`config.mk`:
```
export PLATFORM = sky130hd
export DESIGN_NAME = hostport8
export DESIGN_NICKNAME = d
export VERILOG_FILES = /design/src/rtl/hostport8_pkg.sv /design/src/rtl/hostport8_irq.sv /design/src/rtl/hostport8_arb.sv /design/src/rtl/hostport8.sv
export SDC_FILE = /design/constraint.sdc
export NUM_CORES = 1
export LEC_CHECK = 0
export BUFFER_PORTS_ARGS = -buffer_cell sky130_fd_sc_hd__buf_2
export CAP_MARGIN = 40
export CORE_MARGIN = 4
export CORE_UTILIZATION = 40
export DETAILED_ROUTE_END_ITERATION = 8
export PLACE_DENSITY = 0.68
export SYNTH_ARGS = -nofsm -noshare
export SYNTH_HDL_FRONTEND = slang
export SYNTH_SLANG_ARGS = --single-unit
```
`constraint.sdc`:
```
create_clock -name clk -period 2.7 [get_ports clk]
set_clock_uncertainty 0.15 [all_clocks]
set_input_delay 0.27 -clock clk [delete_from_list [all_inputs] [get_ports clk]]
set_output_delay 0.27 -clock clk [all_outputs]
set_load 0.01 [all_outputs]
```
`src/rtl/hostport8_pkg.sv`:
```
package hostport8_pkg;
    typedef enum logic [1:0] {
        ST_IDLE     = 2'd0,
        ST_RD_ISSUE = 2'd1,
        ST_RD_CAPT  = 2'd2,
        ST_WR_ISSUE = 2'd3
    } hp_state_t;

    typedef enum logic [1:0] {
        SEL_CTL  = 2'd0,
        SEL_ADDR = 2'd1,
        SEL_DINC = 2'd2,
        SEL_DFIX = 2'd3
    } hp_sel_t;
endpackage

```
`src/rtl/hostport8_irq.sv`:
```
module hostport8_irq (
    input  logic       clk,
    input  logic       rst_n,
    input  logic       host_we,
    input  logic [1:0] host_bits,
    input  logic       loc_we,
    input  logic [1:0] loc_bits,
    output logic       to_loc,
    output logic       to_host
);
    logic set_loc, clr_loc, set_host, clr_host;

    assign set_loc  = host_we & host_bits[0];
    assign clr_loc  = loc_we  & loc_bits[0];
    assign set_host = loc_we  & loc_bits[1];
    assign clr_host = host_we & host_bits[1];

    always_ff @(posedge clk or negedge rst_n) begin
        if (!rst_n) begin
            to_loc  <= 1'b0;
            to_host <= 1'b0;
        end else begin
            to_loc  <= (to_loc  & ~clr_loc)  | set_loc;
            to_host <= (to_host & ~clr_host) | set_host;
        end
    end
endmodule

```
`src/rtl/hostport8_arb.sv`:
```
module hostport8_arb #(
    parameter int AW = 8,
    parameter int WW = 16
) (
    input  logic          host_en,
    input  logic          host_we,
    input  logic [AW-1:0] host_addr,
    input  logic [WW-1:0] host_wdata,
    input  logic          loc_req,
    input  logic          loc_we,
    input  logic [AW-1:0] loc_addr,
    input  logic [WW-1:0] loc_wdata,
    output logic          loc_gnt,
    output logic          mem_en,
    output logic          mem_we,
    output logic [AW-1:0] mem_addr,
    output logic [WW-1:0] mem_wdata
);
    always_comb begin
        loc_gnt = loc_req & ~host_en;
        if (host_en) begin
            mem_en    = 1'b1;
            mem_we    = host_we;
            mem_addr  = host_addr;
            mem_wdata = host_wdata;
        end else begin
            mem_en    = loc_req;
            mem_we    = loc_req & loc_we;
            mem_addr  = loc_addr;
            mem_wdata = loc_wdata;
        end
    end
endmodule

```
`src/rtl/hostport8.sv`:
```
module hostport8
    import hostport8_pkg::*;
#(
    parameter int AW = 8,
    parameter int WW = 16
) (
    input  logic          clk,
    input  logic          rst_n,
    input  logic          hp_cs,
    input  logic          hp_rw,
    input  logic [1:0]    hp_sel,
    input  logic          hp_hi,
    input  logic [7:0]    hp_din,
    output logic [7:0]    hp_dout,
    output logic          hp_doe,
    output logic          hp_rdy,
    output logic          hp_irq,
    input  logic          loc_req,
    input  logic          loc_we,
    input  logic [AW-1:0] loc_addr,
    input  logic [WW-1:0] loc_wdata,
    output logic [WW-1:0] loc_rdata,
    output logic          loc_gnt,
    input  logic          loc_ctl_we,
    input  logic [1:0]    loc_ctl_wdata,
    output logic [1:0]    loc_ctl_rdata,
    output logic          loc_irq,
    output logic          mem_en,
    output logic          mem_we,
    output logic [AW-1:0] mem_addr,
    output logic [WW-1:0] mem_wdata,
    input  logic [WW-1:0] mem_rdata
);
    localparam int BW = WW / 2;

    hp_state_t     state_q, state_d;
    hp_sel_t       sel;
    logic          strobe, host_ctl_we, inc_q;
    logic [AW-1:0] addr_q;
    logic [BW-1:0] hold_q;
    logic [WW-1:0] dreg_q, addr_ext;

    assign sel         = hp_sel_t'(hp_sel);
    assign hp_rdy      = rst_n && (state_q == ST_IDLE);
    assign strobe      = hp_cs && hp_rdy;
    assign host_ctl_we = strobe && !hp_rw && (sel == SEL_CTL) && !hp_hi;
    assign addr_ext    = WW'(addr_q);
    assign loc_rdata   = mem_rdata;

    always_ff @(posedge clk or negedge rst_n) begin
        if (!rst_n) state_q <= ST_IDLE;
        else        state_q <= state_d;
    end

    always_comb begin
        state_d = state_q;
        unique case (state_q)
            ST_IDLE: begin
                if (strobe && sel[1]) begin
                    if (hp_rw && hp_hi)        state_d = ST_RD_ISSUE;
                    else if (!hp_rw && !hp_hi) state_d = ST_WR_ISSUE;
                end
            end
            ST_RD_ISSUE: state_d = ST_RD_CAPT;
            ST_RD_CAPT:  state_d = ST_IDLE;
            ST_WR_ISSUE: state_d = ST_IDLE;
        endcase
    end

    always_ff @(posedge clk or negedge rst_n) begin
        if (!rst_n) begin
            addr_q  <= '0;
            hold_q  <= '0;
            dreg_q  <= '0;
            hp_dout <= '0;
            hp_doe  <= 1'b0;
            inc_q   <= 1'b0;
        end else begin
            unique case (state_q)
                ST_IDLE: begin
                    if (strobe) begin
                        hp_doe <= hp_rw;
                        if (hp_rw) begin
                            unique case (sel)
                                SEL_CTL:  hp_dout <= hp_hi ? 8'h00 : {6'b0, hp_irq, loc_irq};
                                SEL_ADDR: hp_dout <= hp_hi ? addr_ext[WW-1:BW] : addr_ext[BW-1:0];
                                SEL_DINC, SEL_DFIX: begin
                                    if (!hp_hi) begin
                                        hp_dout <= dreg_q[BW-1:0];
                                        if (sel == SEL_DINC) addr_q <= addr_q + 1'b1;
                                    end
                                end
                            endcase
                        end else begin
                            unique case (sel)
                                SEL_CTL: ;
                                SEL_ADDR: begin
                                    if (hp_hi) hold_q <= hp_din;
                                    else       addr_q <= AW'({hold_q, hp_din});
                                end
                                SEL_DINC, SEL_DFIX: begin
                                    if (hp_hi) hold_q <= hp_din;
                                    else begin
                                        dreg_q <= {hold_q, hp_din};
                                        inc_q  <= (sel == SEL_DINC);
                                    end
                                end
                            endcase
                        end
                    end
                end
                ST_RD_ISSUE: ;
                ST_RD_CAPT: begin
                    dreg_q  <= mem_rdata;
                    hp_dout <= mem_rdata[WW-1:BW];
                end
                ST_WR_ISSUE: begin
                    if (inc_q) addr_q <= addr_q + 1'b1;
                end
            endcase
        end
    end

    hostport8_irq u_irq (
        .clk       (clk),
        .rst_n     (rst_n),
        .host_we   (host_ctl_we),
        .host_bits (hp_din[1:0]),
        .loc_we    (loc_ctl_we),
        .loc_bits  (loc_ctl_wdata),
        .to_loc    (loc_irq),
        .to_host   (hp_irq)
    );

    assign loc_ctl_rdata = {hp_irq, loc_irq};

    hostport8_arb #(.AW(AW), .WW(WW)) u_arb (
        .host_en    ((state_q == ST_RD_ISSUE) || (state_q == ST_WR_ISSUE)),
        .host_we    (state_q == ST_WR_ISSUE),
        .host_addr  (addr_q),
        .host_wdata (dreg_q),
        .loc_req    (loc_req),
        .loc_we     (loc_we),
        .loc_addr   (loc_addr),
        .loc_wdata  (loc_wdata),
        .loc_gnt    (loc_gnt),
        .mem_en     (mem_en),
        .mem_we     (mem_we),
        .mem_addr   (mem_addr),
        .mem_wdata  (mem_wdata)
    );
endmodule

```
==> flow_metrics.py, run 1 <==
metrics = {
    "status": {
        "status": "finished clean",
    },
    "timing": {
        "max_freq_ghz": 0.415,
        "setup_viol": 0,
        "max_slew.worst_pin.slew_ns": 0.766,
        "worst_slack_ns": 0.293,
        "fin_crit_ns": 2.41,
        "hold_violations": 0,
        "fin_setup_tns_ns": 0,
        "report.final.slew_viol_count": 0,
        "grt_setup_unrepaired": "no",
        "relSlewSlack": 0.488,
        "post-route-period-util": 0.891,
    },
    "floorplan": {
        "num_rows": 30,
        "initial_utilization": 0.420,
        "dieHeight_um": 93.2,
        "die_area_mm2": 0.00868,
        "fp.coreArea_mm2": 0.00691,
        "num_io_pins": 117,
        "die_w_um": 93.2,
    },
    "synthesis": {
        "ys_async_sr_fraction": 1.00,
        "synthSimpleGateAreaFrac": 0.0897,
        "synthXorXnorAreaFrac": 0.00302,
        "synth_top_family_by_area": "multiplexers",
        "synth_seq_area_share": 0.397,
        "syn_avg_cell_area_um2": 10.8,
        "synth_compound_area_frac": 0.135,
        "synthMuxAreaShare": 0.276,
        "synthesis.area_mm2": 0.00290,
        "synth_edf_count": 0,
        "synthAdderAreaFrac": 0.00431,
        "yosysWarningCount": 0,
        "syn-instance-count": 269,
        "syn-num-nets": 330,
        "ys_ff_latch": 46,
        "synth-main-ff-cell": "dfrtp_1",
        "synth_cell_types": 43,
    },
    "cts": {
        "path_clk_slew_ns": 0.08,
        "postCtsResizedCells": 0,
        "cts_buffers": 5,
        "cts_buffer_depth": 2,
        "tritoncts": "done",
        "cts_sinks": 46,
        "clk_root_buffer_cell": "clkbuf_8",
        "clk_latency_ns": 0.30,
        "htreeDepth": 2,
    },
    "worst_setup_path": {
        "cpLargestDelayFamily": "buffers and inverters",
        "max_stage_delay_ns": 0.56,
        "critPathBufInv": 3,
        "cpMaxStageDelayCell": "dlygate4sd3_1",
        "crit_path_cell_trace": "dlygate4sd3_1 -> buf_2 -> nand2_1 -> or4b_4 -> a21oi_4 -> buf_4 -> mux2_2",
        "required_ns": 2.74,
        "arrival_ns": 2.44,
        "crit_path_end_kind": "flip-flop",
        "startpoint_type": "input port",
        "critPathMaxFanout": 16,
        "critical_path_class": "in -> reg",
    },
    "detailed_routing": {
        "drtPass1Iterations": 4,
        "first_iter_violations": 131,
        "drc": 0,
        "vias": 2420,
        "wl_per_cell_um": 16.6,
        "drt_wl_total_mm": 7.72,
        "vias_per_cell": 5.22,
        "antenna_left": 0,
    },
    "place": {
        "portBuffers": 116,
        "gpl.final_weighted_congestion": 0.913,
        "dpl.cell_count": 455,
        "dpl_worst_slack_ns": 0.577,
        "dpl.hpwl_mm": 5.93,
    },
    "finish": {
        "area_growth_pct": 22.1,
        "num_antenna_cells": 0,
        "nets": 428,
        "drive_gt1_frac": 0.560,
        "stdcell_count": 464,
        "layout_common_cells": "116 x buf_2, 57 x mux2_2, 46 x dfrtp_1",
        "final_common_cell": "buf_2",
    },
    "pwr": {
        "finalPower_uw": 2250,
        "peakVddDrop_v": 0.000271,
        "power.density_mw_per_mm2": 636,
        "p_leak_uw": 0.00170,
    },
    "hold_path": {
        "min_path_type": "in -> reg",
    },
    "global_routing": {
        "grt_max_degree": 49,
        "grt_pass1_vias": 2452,
        "antenna_found_initial": 0,
        "track_usage": 0.179,
        "grt_pass1_wl_mm": 12.3,
        "overflow": 0,
    },
    "job": {
        "max_cap_violations": 0,
    },
}
timing repair:
| item | 4_1_cts | 5_1_grt |
|---|---|---|
| setup endpoints to repair | 0 | 0 |
| endpoints found under the hold margin | 46 | 0 |
| hold buffers | 1 | 0 |
| setup buffers | 0 | 0 |
path summary, 6_finish.rpt:
path / endpoint / cells after the start / slack [ns] / startpoint
worst max-delay path: dreg_q[4] / 7 / 0.29 / rst_n
max in group asynchronous: addr_q[5] / 3 / 1.46 / rst_n
worst max register to register: addr_q[1] / 4 / 0.57 / state_q[1]
min in group asynchronous: dreg_q[0] / 3 / 0.54 / rst_n
worst min register to register: hp_dout[2] / 1 / 0.36 / hp_dout[2]
worst min-delay path: u_irq.to_host / 2 / 0.06 / loc_ctl_wdata[1]
synthesized netlist by cell type, types with 2 or more instances:
master	instances	area (µm²)
a21oi_1	9	45.0
a22oi_1	10	75.1
a31oi_1	2	12.5
and3_1	3	18.8
buf_1	3	11.3
buf_2	6	30.0
buf_4	18	135
clkbuf_1	6	22.5
dfrtp_1	46	1150
inv_1	12	45.0
mux2_2	57	642
mux2_4	10	150
nand2_1	20	75.1
nand3_1	4	20.0
nand4_1	3	18.8
nor2_1	6	22.5
nor2b_1	2	12.5
o21ai_0	22	110
o22ai_1	2	12.5
o2bb2a_1	5	50.1
report_power, final:
part / total, µW / switching, µW / internal [µW]
clock: 441 / 234 / 207
combinational: 697 / 293 / 404
sequential: 1120 / 200 / 915
sequential cells by signal, indices dropped and copies added (netlist names):
name and count:
dreg_q 16, addr_q 8, hold_q 8, hp_dout 8, state_q 2, hp_doe 1
inc_q 1, u_irq.to_host 1, u_irq.to_loc 1
logic make-up after synthesis:
group,after synthesis
muxes,68
AOI/OAI and AO/OA,58
and+or+nand+nor,48
buffers and inverters,47
DFF,46
xor gates and xnor gates,1
adders and majority gates,1
per-layer routing:
metal / vias up / global-route usage / part of all wire
met2: 92 / 0.290 / 0.46
li1: 1149 / - / -
met4: 0 / 0.0415 / 0.012
met1: 1170 / 0.241 / 0.45
met3: 9 / 0.0467 / 0.072
met5: - / 0 / 0
per-stage QoR:
stage	utilization	hold WS, ns	cell area (µm²)
2_1_floorplan	-	-0.176	2900
3_3_place_gp	0.498	0.280	3440
3_5_place_dp	0.498	0.291	3440
4_1_cts	0.513	0.0507	3540
5_1_grt	0.513	0.0661	3540
6_report	0.513	0.0567	3540
worst register-to-register path, cell delays in order (launching register included):
cell,delay [ns]
dfrtp_1,0.52
and4bb_2,0.32
a32oi_2,0.42
nand2_1,0.29
mux2_2,0.33
final cells by class:
type	instances	area, µm²
Clock buffer	7	86.3
Sequential cell	46	1150
Fill cell	688	3360
Tap cell	96	120
Clock inverter	1	5.00
Inverter	12	45.0
Timing Repair Buffer	126	658
Multi-Input combinational cell	176	1480
No activity file was read; power rests on OpenSTA's default activity.
==> run 2: changes to the inputs <==
Settings changed: ABC_AREA set to 1.
==> flow_metrics.py, run 2 <==
metrics = {
    "worst_setup_path": {
        "critical_path_class": "reg -> out",
        "required_ns": 2.28,
        "startpoint_type": "flip-flop",
        "critPathMaxFanout": 23,
        "critPathLaunch": "state_q[0]",
        "arrival_ns": 1.60,
        "r2r_start": "state_q[0]",
        "r2r_cells": 7,
        "crit_path_end_kind": "output port",
    },
    "detailed_routing": {
        "drt_wl_total_mm": 8.22,
        "wl_per_cell_um": 13.0,
        "antenna_left": 0,
        "first_iter_violations": 124,
        "vias_per_cell": 4.74,
        "vias": 3005,
        "drtPass1Iterations": 4,
        "drc": 0,
    },
    "floorplan": {
        "initial_utilization": 0.423,
        "die_area_mm2": 0.00877,
        "dieHeight_um": 93.6,
        "num_io_pins": 117,
        "die_w_um": 93.6,
        "fp.coreArea_mm2": 0.00694,
        "num_rows": 30,
    },
    "synthesis": {
        "syn-num-nets": 503,
        "synth_cell_types": 22,
        "yosysMostFrequentCell": "nand2_1",
        "synthMuxAreaShare": 0.00682,
        "syn_avg_cell_area_um2": 6.64,
        "ys_async_sr_fraction": 1.00,
        "synth_compound_area_frac": 0.130,
        "syn-instance-count": 442,
        "yosysWarningCount": 0,
        "synth_area_leaders": "dfrtp_1 39%, nand2_1 24%, o21ai_0 8.2%",
        "synth-main-ff-cell": "dfrtp_1",
        "synth_top_area_cell": "dfrtp_1",
        "synthXorXnorAreaFrac": 0,
        "synth.top_cell.area_share": 0.392,
        "synth_seq_area_share": 0.392,
        "synth_top_family_by_area": "simple AND/OR/NAND/NOR gates",
        "synthAdderAreaFrac": 0.00426,
        "synthSimpleGateAreaFrac": 0.334,
        "synth_edf_count": 0,
        "ys_top_cells_by_count": "187 x nand2_1, 48 x o21ai_0, 46 x dfrtp_1",
        "ys_ff_latch": 46,
        "synthesis.area_mm2": 0.00293,
    },
    "finish": {
        "multiInputGateArea_mm2": 0.00139,
        "stdcell_count": 634,
        "largest_reg_flops": 16,
        "final_common_cell": "nand2_1",
        "fin_area_mm2": 0.00354,
        "num_antenna_cells": 0,
        "drive_gt1_frac": 0.258,
        "top_register": "dreg_q",
        "ff_latch_area_mm2": 0.00115,
        "nets": 598,
        "layout_common_cells": "187 x nand2_1, 116 x buf_2, 48 x o21ai_0",
        "area_growth_pct": 20.8,
        "fillers": 710,
    },
    "timing": {
        "max_freq_ghz": 0.495,
        "report.final.slew_viol_count": 0,
        "fin_setup_tns_ns": 0,
        "hold_violations": 11,
        "max_slew.worst_pin.slew_ns": 0.594,
        "relSlewSlack": 0.604,
        "fin_crit_ns": 2.02,
        "grt_setup_unrepaired": "no",
        "whs_ns": -0.0147,
        "post-route-period-util": 0.748,
        "setup_viol": 0,
    },
    "status": {
        "status": "complete, but fails checks",
        "violations": "negative hold slack",
    },
    "place": {
        "dpl.hpwl_mm": 6.41,
        "gpl.final_weighted_congestion": 0.860,
        "portBuffers": 116,
        "dpl_cell_area_mm2": 0.00345,
        "dpl.cell_count": 625,
    },
    "pwr": {
        "p_leak_uw": 0.00206,
        "peakVddDrop_v": 0.000266,
        "power.density_mw_per_mm2": 783,
    },
    "cts": {
        "clk_latency_ns": 0.30,
        "postCtsResizedCells": 0,
        "clk_root_buffer_cell": "clkbuf_8",
        "cts_buffers": 5,
        "tritoncts": "done",
        "htreeDepth": 2,
        "path_clk_slew_ns": 0.09,
        "cts_buffer_depth": 2,
        "cts_sinks": 46,
    },
    "global_routing": {
        "grt_pass1_wl_mm": 13.2,
        "grt_max_degree": 47,
        "grt_pass1_vias": 2857,
        "track_usage": 0.191,
        "overflow": 0,
        "antenna_found_initial": 0,
    },
    "job": {
        "max_cap_violations": 0,
    },
    "hold_path": {
        "min_path_type": "in -> async",
    },
}
==> run 2: changes by cell type in the layout (fill, tap and decap cells not counted), moves of 4 or more <==
cell,delta
o21ai_0,+26
a21oi_1,-7
a22oi_1,-10
inv_1,+29
o2bb2a_1,-5
mux2_4,-10
o21ai_1,+23
nand2_1,+167
nand3_1,+25
buf_4,-4
mux2_2,-57
nor2_1,+10
==> run 2: cell type report <==
type | count | area share
flip-flops and latches | 46 | 0.325
clock inverters | 2 | 0.00388
multi-input cells | 318 | 0.393
inverters | 44 | 0.0466
well taps | 96 | 0.0339
clock buffers | 6 | 0.0205
repair buffers | 122 | 0.177
==> run 2: metrics by stage <==
| stage | setup slack (ns) | power [µW] | util |
|---|---|---|---|
| floorplan | 1.04 | 1950 | - |
| finish | 0.682 | 2780 | 0.510 |
| global placement | 0.880 | 2330 | 0.497 |
| CTS | 0.681 | 2790 | 0.510 |
| global route | 0.524 | 3040 | 0.510 |
| detailed placement | 0.752 | 2360 | 0.497 |
==> run 2: path summary, 6_finish.rpt <==
kind                                  to  slack, ns
min reg2reg                   hp_dout[6]       0.33
min                        u_irq.to_host      -0.01
min in group clk           u_irq.to_host       0.03
max reg2reg                    addr_q[5]       0.71
max                         mem_wdata[6]       0.68
max in group asynchronous      addr_q[4]       2.00
==> run 2: power by group <==
group	total (µW)	internal, µW	switching, µW
sequential	1180	971	206
combinational	1170	441	730
clock	429	183	246
total	2780	1600	1180
==> run 2: cell families after synthesis <==
group | count (synthesis)
simple gates | 240
compound gates | 75
fa+ha+maj | 1
flops | 46
mux | 2
buf+inv | 78
==> run 2: critical path, cell delays in order (launching register included) <==
cell and delay [ns]:
dfrtp_1 0.39, inv_2 0.29, buf_4 0.30, nand2_1 0.08
o21ai_0 0.07, buf_2 0.15
==> run 2: timing repair <==
action                     CTS  global route
hold buffers                 1             0
setup buffers                0             0
setup endpoints to repair    0             0
hold endpoints to repair     1             0
==> run 2: routing by layer <==
metal  up-vias  share of wire  track usage
met4         0          0.014       0.0650
li1       1564              -            -
met1      1341           0.44        0.248
met5         -              0            0
met2        92           0.48        0.322
met3         8          0.062       0.0314
==> run 3: changes to the inputs <==
Settings changed: PLACE_DENSITY 0.68 to 0.71.
Clock period 2.7 ns to 1.7 ns, I/O delays scaled along.
==> flow_metrics.py, run 3 (synthesized netlist as in run 2, its figures left out) <==
metrics = {
    "pwr": {
        "p_leak_uw": 0.00218,
        "power.density_mw_per_mm2": 1220,
        "peakVddDrop_v": 0.000425,
    },
    "finish": {
        "fin_area_mm2": 0.00376,
        "nets": 617,
        "final_common_cell": "nand2_1",
        "layout_common_cells": "185 x nand2_1, 116 x buf_2, 48 x o21ai_0",
        "stdcell_count": 653,
        "num_antenna_cells": 0,
        "top_register": "dreg_q",
        "largest_reg_flops": 16,
        "drive_gt1_frac": 0.291,
        "area_growth_pct": 28.1,
    },
    "detailed_routing": {
        "drtPass1Iterations": 4,
        "first_iter_violations": 140,
        "vias_per_cell": 4.62,
        "wl_per_cell_um": 13.2,
        "antenna_left": 0,
        "vias": 3018,
        "drc": 0,
        "drt_wl_total_mm": 8.61,
    },
    "global_routing": {
        "grt_max_degree": 33,
        "overflow": 0,
        "grt_pass1_wl_mm": 13.8,
        "antenna_found_initial": 0,
        "grt_pass1_vias": 2908,
        "track_usage": 0.199,
    },
    "worst_setup_path": {
        "critical_path_class": "reg -> out",
        "r2r_cells": 8,
        "max_stage_delay_ns": 0.48,
        "crit_path_end_kind": "output port",
        "startpoint_type": "flip-flop",
        "crit_path_cell_trace": "inv_6 -> nand2_1 -> buf_4 -> nor2_1 -> buf_2",
        "cpMaxStageDelayCell": "dfrtp_2",
        "arrival_ns": 1.36,
        "critPathMaxFanout": 9,
        "required_ns": 1.38,
    },
    "timing": {
        "hold_violations": 0,
        "max_slew.worst_pin.slew_ns": 0.357,
        "setup_viol": 0,
        "relSlewSlack": 0.762,
        "max_freq_ghz": 0.595,
        "fin_setup_tns_ns": 0,
        "fin_crit_ns": 1.68,
        "post-route-period-util": 0.989,
        "grt_setup_unrepaired": "yes",
        "report.final.slew_viol_count": 0,
    },
    "cts": {
        "clk_root_buffer_cell": "clkbuf_8",
        "cts_buffer_depth": 2,
        "tritoncts": "done",
        "htreeDepth": 2,
        "clk_latency_ns": 0.30,
        "path_clk_slew_ns": 0.09,
        "cts_buffers": 5,
        "cts_sinks": 46,
    },
    "place": {
        "dpl_cell_area_mm2": 0.00356,
        "dpl.hpwl_mm": 6.78,
        "dpl.cell_count": 636,
        "gpl.final_weighted_congestion": 0.914,
        "portBuffers": 116,
    },
    "job": {
        "max_cap_violations": 0,
    },
    "floorplan": {
        "die_area_mm2": 0.00877,
        "fp.coreArea_mm2": 0.00694,
        "dieHeight_um": 93.6,
        "num_rows": 30,
        "die_w_um": 93.6,
        "initial_utilization": 0.423,
        "num_io_pins": 117,
    },
    "status": {
        "status": "finished clean",
    },
    "hold_path": {
        "holdPathStages": 4,
        "min_path_type": "in -> reg",
    },
}
-- run 3: cell types whose count changed in the layout (fill, tap and decap cells not counted), sizes merged --
| cell | delta |
|---|---|
| dlygate4sd3 | +3 |
| buf | +16 |
-- run 3: worst paths after layout --
check	slack [ns]	startpoint	end
worst max-delay path	0.02	state_q[0]	hp_rdy
worst min-delay path	0.007	loc_ctl_wdata[0]	u_irq.to_loc
worst min register to register	0.34	hp_doe	hp_doe
worst max register to register	0.13	state_q[0]	addr_q[6]
min in group asynchronous	0.40	rst_n	addr_q[6]
max in group asynchronous	0.68	rst_n	state_q[1]
-- run 3: what timing repair did --
item	in CTS	in global routing
resized for setup	5	8
pin swaps	0	1
gates cloned	0	0
endpoints found under the hold margin	48	0
hold buffers	4	0
setup buffers	2	3
setup endpoints to repair	22	43
-- run 3: worst max-delay path: cells and delay by family, from the launching register on --
| kind | cells | cell delay [ns] |
|---|---|---|
| flops | 1 | 0.48 |
| buf+inv | 3 | 0.42 |
| simple gates | 2 | 0.17 |
-- run 3: through the flow --
stage	hold slack [ns]	worst slack (ns)	utilization	total power, µW
after CTS	0.00836	0.0110	0.535	4580
after global routing	0.0324	-0.0624	0.541	5010
after global placement	0.111	0.0547	0.512	3820
after detailed placement	0.115	0.0255	0.512	3850
after floorplan	-0.276	0.143	-	3100
final	0.00749	0.0187	0.541	4590
-- run 3: area by class of cell --
cell class | instances | area, µm²
Clock buffer | 6 | 72.6
Clock inverter | 2 | 13.8
Fill cell | 724 | 3190
Inverter | 44 | 170
Multi-Input combinational cell | 318 | 1410
Sequential cell | 46 | 1150
Tap cell | 96 | 120
Timing Repair Buffer | 141 | 816
-- run 3: report_power, final --
| part | total [µW] | internal [µW] | leakage, µW | switching (µW) |
|---|---|---|---|---|
| Clock | 695 | 291 | 0.0000452 | 403 |
| Combinational | 2010 | 818 | 0.00156 | 1200 |
| Sequential | 1880 | 1540 | 0.000576 | 340 |
-- run 3: routing by layer --
metal	GRT usage	vias to the layer above	part of all wire
met4	0.0554	0	0.014
met3	0.0201	9	0.047
met1	0.260	1323	0.45
li1	-	1604	-
met2	0.350	82	0.49
met5	0	-	0
